<file path="src/rtl/pmreg_pkg.sv">
`timescale 1ns/1ps
package pmreg_pkg;

    typedef enum logic [1:0] {
        PROT_NONE    = 2'd0,
        PROT_QUARTER = 2'd1,
        PROT_HALF    = 2'd2,
        PROT_ALL     = 2'd3
    } prot_lvl_e;

    typedef enum logic [1:0] {
        LK_OPEN  = 2'd0,
        LK_HELD  = 2'd1,
        LK_SAVED = 2'd2
    } lock_state_e;

    localparam int CTRL_ADDR   = 0;
    localparam int SN_BASE     = 1;
    localparam int LOCK_BIT    = 6;
    localparam int PROT_LO_BIT = 2;

endpackage

</file>
<file path="src/rtl/pmreg_prot.sv">
`timescale 1ns/1ps
module pmreg_prot
    import pmreg_pkg::*;
#(
    parameter int ADDR_W = 13
) (
    input  logic              clk,
    input  logic              rst_n,
    input  prot_lvl_e         level,
    input  logic [ADDR_W-1:0] addr,
    input  logic              wr_req,
    output logic              wr_en
);
    localparam int TOP = ADDR_W - 1;

    logic blocked;

    always_comb begin
        blocked = 1'b0;
        unique case (level)
            PROT_NONE:    blocked = 1'b0;
            PROT_QUARTER: blocked = addr[TOP] & addr[TOP-1];
            PROT_HALF:    blocked = addr[TOP];
            PROT_ALL:     blocked = 1'b1;
        endcase
    end

    assign wr_en = wr_req & ~blocked;

    // full protection never lets a write through
    a_r2_all_blocked: assert property (@(posedge clk) disable iff (!rst_n)
        (level == PROT_ALL) |-> !wr_en);
    // no protection passes every request
    a_r2_none_open: assert property (@(posedge clk) disable iff (!rst_n)
        (level == PROT_NONE) |-> (wr_en == wr_req));

endmodule

</file>
<file path="src/rtl/pmreg_lock_fsm.sv">
`timescale 1ns/1ps
module pmreg_lock_fsm
    import pmreg_pkg::*;
(
    input  logic clk,
    input  logic rst_n,
    input  logic set_req,
    input  logic store,
    input  logic recall,
    input  logic recall_val,
    output logic lock_o,
    output logic snap_o
);
    lock_state_e state_q, state_d;
    logic        snap_q;

    always_ff @(posedge clk or negedge rst_n) begin
        if (!rst_n) state_q <= LK_OPEN;
        else        state_q <= state_d;
    end

    always_comb begin
        state_d = state_q;
        unique case (state_q)
            LK_OPEN:  if (set_req) state_d = LK_HELD;
            LK_HELD:  if (store)   state_d = LK_SAVED;
            LK_SAVED: state_d = LK_SAVED;
            default:  state_d = LK_OPEN;
        endcase
        if (recall) state_d = recall_val ? LK_SAVED : LK_OPEN;
    end

    always_comb begin
        lock_o = (state_q != LK_OPEN);
        snap_o = snap_q;
    end

    always_ff @(posedge clk or negedge rst_n) begin
        if (!rst_n)                snap_q <= 1'b0;
        else if (store && !recall) snap_q <= lock_o;
    end

    // a set lock stays set unless a recall arrives
    a_r4_lock_sticky: assert property (@(posedge clk) disable iff (!rst_n)
        (lock_o && !recall) |=> lock_o);
    // the snapshot follows the lock one cycle after a store
    a_r8_snap_capture: assert property (@(posedge clk) disable iff (!rst_n)
        (store && !recall) |=> (snap_o == $past(lock_o)));
    // recall loads the lock from its input
    a_r9_recall_load: assert property (@(posedge clk) disable iff (!rst_n)
        recall |=> (lock_o == $past(recall_val)));

endmodule

</file>
<file path="src/rtl/pmreg_serial.sv">
`timescale 1ns/1ps
module pmreg_serial
    import pmreg_pkg::*;
#(
    parameter int N_BYTES = 8
) (
    input  logic                  clk,
    input  logic                  rst_n,
    input  logic [7:0]            addr,
    input  logic [7:0]            wdata,
    input  logic                  we,
    input  logic                  locked,
    output logic [N_BYTES-1:0][7:0] bytes_o
);
    logic [N_BYTES-1:0][7:0] sn_q;

    for (genvar i = 0; i < N_BYTES; i++) begin : g_byte
        logic hit;
        assign hit = we && !locked && (int'(addr) == SN_BASE + i);
        always_ff @(posedge clk or negedge rst_n) begin
            if (!rst_n)   sn_q[i] <= 8'h00;
            else if (hit) sn_q[i] <= wdata;
        end
    end

    assign bytes_o = sn_q;

    // a locked serial number does not change
    a_r5_sn_frozen: assert property (@(posedge clk) disable iff (!rst_n)
        locked |=> $stable(sn_q));

endmodule

</file>
<file path="src/rtl/pmreg_bank.sv">
`timescale 1ns/1ps
module pmreg_bank
    import pmreg_pkg::*;
#(
    parameter int          ADDR_W  = 13,
    parameter int          SN_BYTES = 8,
    parameter logic [15:0] DEV_ID  = 16'hC35A
) (
    input  logic              clk,
    input  logic              rst_n,
    input  logic [7:0]        reg_addr,
    input  logic [7:0]        reg_wdata,
    input  logic              reg_we,
    output logic [7:0]        reg_rdata,
    input  logic [ADDR_W-1:0] arr_addr,
    input  logic              arr_wr_req,
    output logic              arr_wr_en,
    input  logic              nv_store,
    input  logic              nv_recall,
    input  logic              nv_lock_in,
    output logic              nv_lock_snap
);
    localparam int ID_BASE = SN_BASE + SN_BYTES;

    prot_lvl_e               prot_q;
    logic                    lock;
    logic                    ctrl_wr;
    logic [SN_BYTES-1:0][7:0] sn_bytes;

    assign ctrl_wr = reg_we && (int'(reg_addr) == CTRL_ADDR);

    always_ff @(posedge clk or negedge rst_n) begin
        if (!rst_n)       prot_q <= PROT_NONE;
        else if (ctrl_wr) prot_q <= prot_lvl_e'(reg_wdata[PROT_LO_BIT +: 2]);
    end

    pmreg_lock_fsm u_lock (
        .clk        (clk),
        .rst_n      (rst_n),
        .set_req    (ctrl_wr && reg_wdata[LOCK_BIT]),
        .store      (nv_store),
        .recall     (nv_recall),
        .recall_val (nv_lock_in),
        .lock_o     (lock),
        .snap_o     (nv_lock_snap)
    );

    pmreg_serial #(.N_BYTES(SN_BYTES)) u_sn (
        .clk     (clk),
        .rst_n   (rst_n),
        .addr    (reg_addr),
        .wdata   (reg_wdata),
        .we      (reg_we),
        .locked  (lock),
        .bytes_o (sn_bytes)
    );

    pmreg_prot #(.ADDR_W(ADDR_W)) u_prot (
        .clk    (clk),
        .rst_n  (rst_n),
        .level  (prot_q),
        .addr   (arr_addr),
        .wr_req (arr_wr_req),
        .wr_en  (arr_wr_en)
    );

    always_comb begin
        int a;
        a = int'(reg_addr);
        reg_rdata = 8'h00;
        if (a == CTRL_ADDR) begin
            reg_rdata[LOCK_BIT]          = lock;
            reg_rdata[PROT_LO_BIT +: 2]  = prot_q;
        end
        for (int i = 0; i < SN_BYTES; i++)
            if (a == SN_BASE + i) reg_rdata = sn_bytes[i];
        if (a == ID_BASE)     reg_rdata = DEV_ID[15:8];
        if (a == ID_BASE + 1) reg_rdata = DEV_ID[7:0];
    end

    // bits outside the lock and protection fields of the control byte read 0
    a_r1_ctrl_pad: assert property (@(posedge clk) disable iff (!rst_n)
        (int'(reg_addr) == CTRL_ADDR) |-> ((reg_rdata & 8'hB3) == 8'h00));

endmodule

</file>
<file path="config.mk">
export PLATFORM = sky130hd
export DESIGN_NAME = pmreg_bank
export DESIGN_NICKNAME = d
export VERILOG_FILES = /design/src/rtl/pmreg_pkg.sv /design/src/rtl/pmreg_prot.sv /design/src/rtl/pmreg_lock_fsm.sv /design/src/rtl/pmreg_serial.sv /design/src/rtl/pmreg_bank.sv
export SDC_FILE = /design/constraint.sdc
export NUM_CORES = 1
export LEC_CHECK = 0
export ABC_CLOCK_PERIOD_IN_PS = 2750
export BUFFER_PORTS_ARGS = -buffer_cell sky130_fd_sc_hd__buf_2
export CAP_MARGIN = 10
export CORE_ASPECT_RATIO = 0.9
export CORE_MARGIN = 2
export CORE_UTILIZATION = 45
export CTS_CLUSTER_DIAMETER = 50
export CTS_CLUSTER_SIZE = 30
export DETAILED_ROUTE_END_ITERATION = 8
export PLACE_DENSITY = 0.71
export RECOVER_POWER = 25
export SETUP_SLACK_MARGIN = 0.15
export SLEW_MARGIN = 15
export SYNTH_ARGS = -nofsm -noshare
export SYNTH_HDL_FRONTEND = slang
export SYNTH_SLANG_ARGS = --single-unit
</file>
<file path="constraint.sdc">
create_clock -name clk -period 2.75 [get_ports clk]
set_input_delay 0.55 -clock clk [delete_from_list [all_inputs] [get_ports clk]]
set_output_delay 0.55 -clock clk [all_outputs]
set_load 0.005 [all_outputs]
</file>
==> results.toml <==
[clocking]
cts.htree.levels = 3
clk_pin_slew_worst_paths_ps = 70
tritoncts = "built"
clock-sinks = 69
cts_buffers = 9
insertion_delay_ps = 340
ctsRootBufferMaster = "sky130_fd_sc_hd__clkbuf_8"
ctsLongestPathBuffers = 2
post_cts_hold_buffer_count = 0

[worst_hold_path]
hold_class = "in -> reg"
holdPathStages = 2
worstHoldStart = "nv_recall"
hold-path-endpoint = "u_lock.state_q[0]"

[die]
dieHeight_um = 90.5
initial_cell_density_of_the_core_pct = 46.4
row_count = 31
top_ports = 46
design.core.area_um2 = 8070
fp.dieW_um = 100
dieArea_um2 = 9070

[routing]
wire_length_reported_by_the_detailed_router_um = 8670
number_of_violations_reported_at_the_end_of_detailed_routing_iteration_0 = 165
vias = 2711
drtPass1Iterations = 4
number_of_design_rule_violations_left_after_detail_routing = 0
number_of_vias_per_cell_after_detailed_routing = 5.83
detail-route-antenna-nets = 0
avgRoutedWirePerCell_um = 18.6

[finish]
post_route_cells_drive_above_1_share_pct = 48.4
num_antenna_cells = 0
final-instance-count-excl-fill = 465
nets = 401
fill_cells = 707
area.growth.synth_to_final_pct = 17.1

[timing]
clock-skew-final_ps = 6.02
post-route-min-period_ps = 2560
timing.final.max_slew_violations = 34
rsz0062_at_grt = "yes"
report.final.hold_viol_count = 0
max-slew-margin-rel_pct = -29.4
setup_tns_ps = 0
fmax_ghz = 0.390
report.final.setup_viol = 0
layout_setup_ws_ps = 187
period_share_pct = 93.2
worstMarginPinSlew_ps = 1940

[synthesis]
yosys.area.top_type_share_pct = 46.1
postSynthRegisterBits = 69
ys_async_sr_fraction_pct = 100
yosysTopAreaCell = "sky130_fd_sc_hd__dfrtp_1"
netlist_area_um2 = 3740
synthFlopType = "sky130_fd_sc_hd__dfrtp_1"
yosys-top-cells-count = "sky130_fd_sc_hd__dfrtp_1, sky130_fd_sc_hd__mux2_2, sky130_fd_sc_hd__a21oi_1, sky130_fd_sc_hd__mux2_4"
synth.net_count = 344
avgSynthCellArea_um2 = 12.3
netlist_cell_types = 53
most_repeated_cell_in_the_gate_level_netlist_after_synthesis = "sky130_fd_sc_hd__dfrtp_1"
synth.yosys.seq_area_share_pct = 46.1
post_synth_inst_count = 305
synth_warnings = 0
post_synth_main_area_contributors = "sky130_fd_sc_hd__dfrtp_1, sky130_fd_sc_hd__mux2_2, sky130_fd_sc_hd__mux2_4"
synth_edf_count = 0

[placement]
place_hpwl_um = 6250
numPlacedInstances = 447
globalplace.congestion = 0.917
pre_cts_slack_ps = 69.6
port_buf_inserts = 34

[critical_path]
biggest_fanout_along_the_worst_timing_path = 7
rr_worst_depth = 7
worst_ep_arrival_time_ps = 2010
required_ps = 2200
r2r_end = "u_sn.bytes_o[23]"
worst_setup_path_start_kind = "primary input"
r2r_start = "u_lock.state_q[0]"
worst-setup-path-type = "in -> out"
reg2reg_setup_slack_ps = 840
timing.critical_path.to_type = "primary output"

[global_route]
grt_start_max_net_pins = 37
grt-ovfl-total = 0
grt_first_pass_wirelength_um = 14100
grt_antenna_before_repair = 0
grt_pass1_vias = 2720
grt_util_all_layers_pct = 20.3

[run]
cap_viol_max_count = 1

[power_and_ir_drop]
cellLeakagePower_nw = 2.15
p_per_area_nw_per_um2 = 481
worst_ir_drop_vdd_v = 0.000288

[outcome]
failed_checks = "capacitance limit, slew limit"
outcome = "complete, but fails checks"
==> worst max path at each step <==
| stage | from | to | slack [ps] |
|---|---|---|---|
| 4_1_cts | reg_addr[5] | reg_rdata[0] | 160 |
| 3_3_place_gp | reg_addr[5] | reg_rdata[1] | 40 |
| 2_1_floorplan | reg_addr[5] | reg_rdata[5] | 320 |
| 6_report | reg_addr[6] | reg_rdata[0] | 190 |
| 3_5_place_dp | reg_addr[5] | reg_rdata[1] | 70 |
| 5_1_grt | reg_addr[6] | reg_rdata[1] | 120 |
==> per-stage QoR <==
| stage | utilization [%] | hold WS (ps) | area (µm²) | power, mW |
|---|---|---|---|---|
| final | 54.4 | 418 | 4390 | 2.11 |
| after global routing | 54.4 | 425 | 4390 | 2.22 |
| after CTS | 53.4 | 320 | 4310 | 2.12 |
| after detailed placement | 51.4 | 487 | 4150 | 1.42 |
| after global placement | 51.4 | 482 | 4150 | 1.40 |
| after floorplan | - | 254 | 3740 | 1.29 |
==> placed cells by master, fill, tap and decap left out, types with 2 or more instances in the layout <==
| cell | Yosys | layout |
|---|---|---|
| sky130_fd_sc_hd__dfrtp_1 | 69 | 69 |
| sky130_fd_sc_hd__mux2_2 | 54 | 54 |
| sky130_fd_sc_hd__buf_2 | 8 | 31 |
| sky130_fd_sc_hd__buf_4 | 0 | 28 |
| sky130_fd_sc_hd__mux2_4 | 16 | 16 |
| sky130_fd_sc_hd__a21oi_1 | 16 | 15 |
| sky130_fd_sc_hd__nor2_1 | 12 | 11 |
| sky130_fd_sc_hd__o21ai_0 | 12 | 10 |
| sky130_fd_sc_hd__clkbuf_8 | 0 | 10 |
| sky130_fd_sc_hd__nand2b_1 | 9 | 9 |
| sky130_fd_sc_hd__mux2i_1 | 8 | 8 |
| sky130_fd_sc_hd__nor2b_1 | 6 | 6 |
| sky130_fd_sc_hd__nor3_1 | 6 | 6 |
| sky130_fd_sc_hd__nand3_1 | 6 | 6 |
| sky130_fd_sc_hd__nand2_1 | 5 | 5 |
| sky130_fd_sc_hd__inv_1 | 6 | 4 |
| sky130_fd_sc_hd__mux4_2 | 4 | 4 |
| sky130_fd_sc_hd__a22oi_1 | 4 | 4 |
| sky130_fd_sc_hd__clkbuf_1 | 5 | 4 |
| sky130_fd_sc_hd__or2_2 | 3 | 3 |
| sky130_fd_sc_hd__o31ai_1 | 3 | 3 |
| sky130_fd_sc_hd__nor2_2 | 2 | 3 |
| sky130_fd_sc_hd__a31oi_1 | 3 | 3 |
| sky130_fd_sc_hd__or3b_2 | 3 | 3 |
| sky130_fd_sc_hd__o21ai_1 | 0 | 2 |
| sky130_fd_sc_hd__and3_1 | 2 | 2 |
| sky130_fd_sc_hd__nor4_4 | 1 | 2 |
| sky130_fd_sc_hd__o22ai_1 | 2 | 2 |
| sky130_fd_sc_hd__a211oi_1 | 2 | 2 |
| sky130_fd_sc_hd__o32ai_1 | 2 | 2 |
| sky130_fd_sc_hd__a221o_1 | 2 | 2 |
| sky130_fd_sc_hd__inv_2 | 0 | 2 |
| sky130_fd_sc_hd__or3_1 | 2 | 2 |
| sky130_fd_sc_hd__ha_1 | 3 | 2 |
| sky130_fd_sc_hd__clkinv_2 | 0 | 2 |
| sky130_fd_sc_hd__buf_6 | 4 | 2 |
==> cell families after synthesis <==
group           share of synthesized area, %
simple gates                            12.4
flops                                   46.1
compound gates                          9.86
fa+ha+maj                               1.00
mux                                     27.2
buf+inv                                 3.47
==> worst max-delay path, stage by stage <==
cell and delay [ps]:
sky130_fd_sc_hd__buf_2 120, sky130_fd_sc_hd__or4_4 610, sky130_fd_sc_hd__buf_6 180, sky130_fd_sc_hd__nor4_4 260
sky130_fd_sc_hd__a221o_1 170, sky130_fd_sc_hd__buf_2 120
==> layer usage <==
layer  wire, µm  vias to the layer above  GRT usage, %
li1           -                     1250             -
met1       3910                     1382          28.6
met2       4130                       69          30.8
met5          0                        -             0
met3        515                       10          5.34
met4        104                        0          5.94
==> sequential cells by signal (all words and copies together) (netlist names) <==
register / flops
prot_q: 2
u_lock.snap_o: 1
u_lock.state_q: 2
u_sn.bytes_o: 64
==> report_power, final <==
| group | internal, mW | switching (mW) |
|---|---|---|
| Combinational | 0.149 | 0.177 |
| Clock | 0.345 | 0.353 |
| Sequential | 1.06 | 0.0262 |
==> area by class of cell <==
class | count | area (µm²) | share of cell area [%]
flip-flops and latches | 69 | 1730 | 39.4
inverters | 6 | 22.5 | 0.514
repair buffers | 64 | 419 | 9.56
well taps | 99 | 124 | 2.82
multi-input cells | 212 | 1930 | 44.1
clock inverters | 2 | 10.0 | 0.228
clock buffers | 13 | 149 | 3.40
==> timing repair <==
action	in CTS	in global routing
endpoints found under the hold margin	0	0
resized for setup	1	17
setup buffers	0	3
pin swaps	0	3
setup endpoints to repair	3	7
Note: power is estimated with default switching activity, not from simulation.
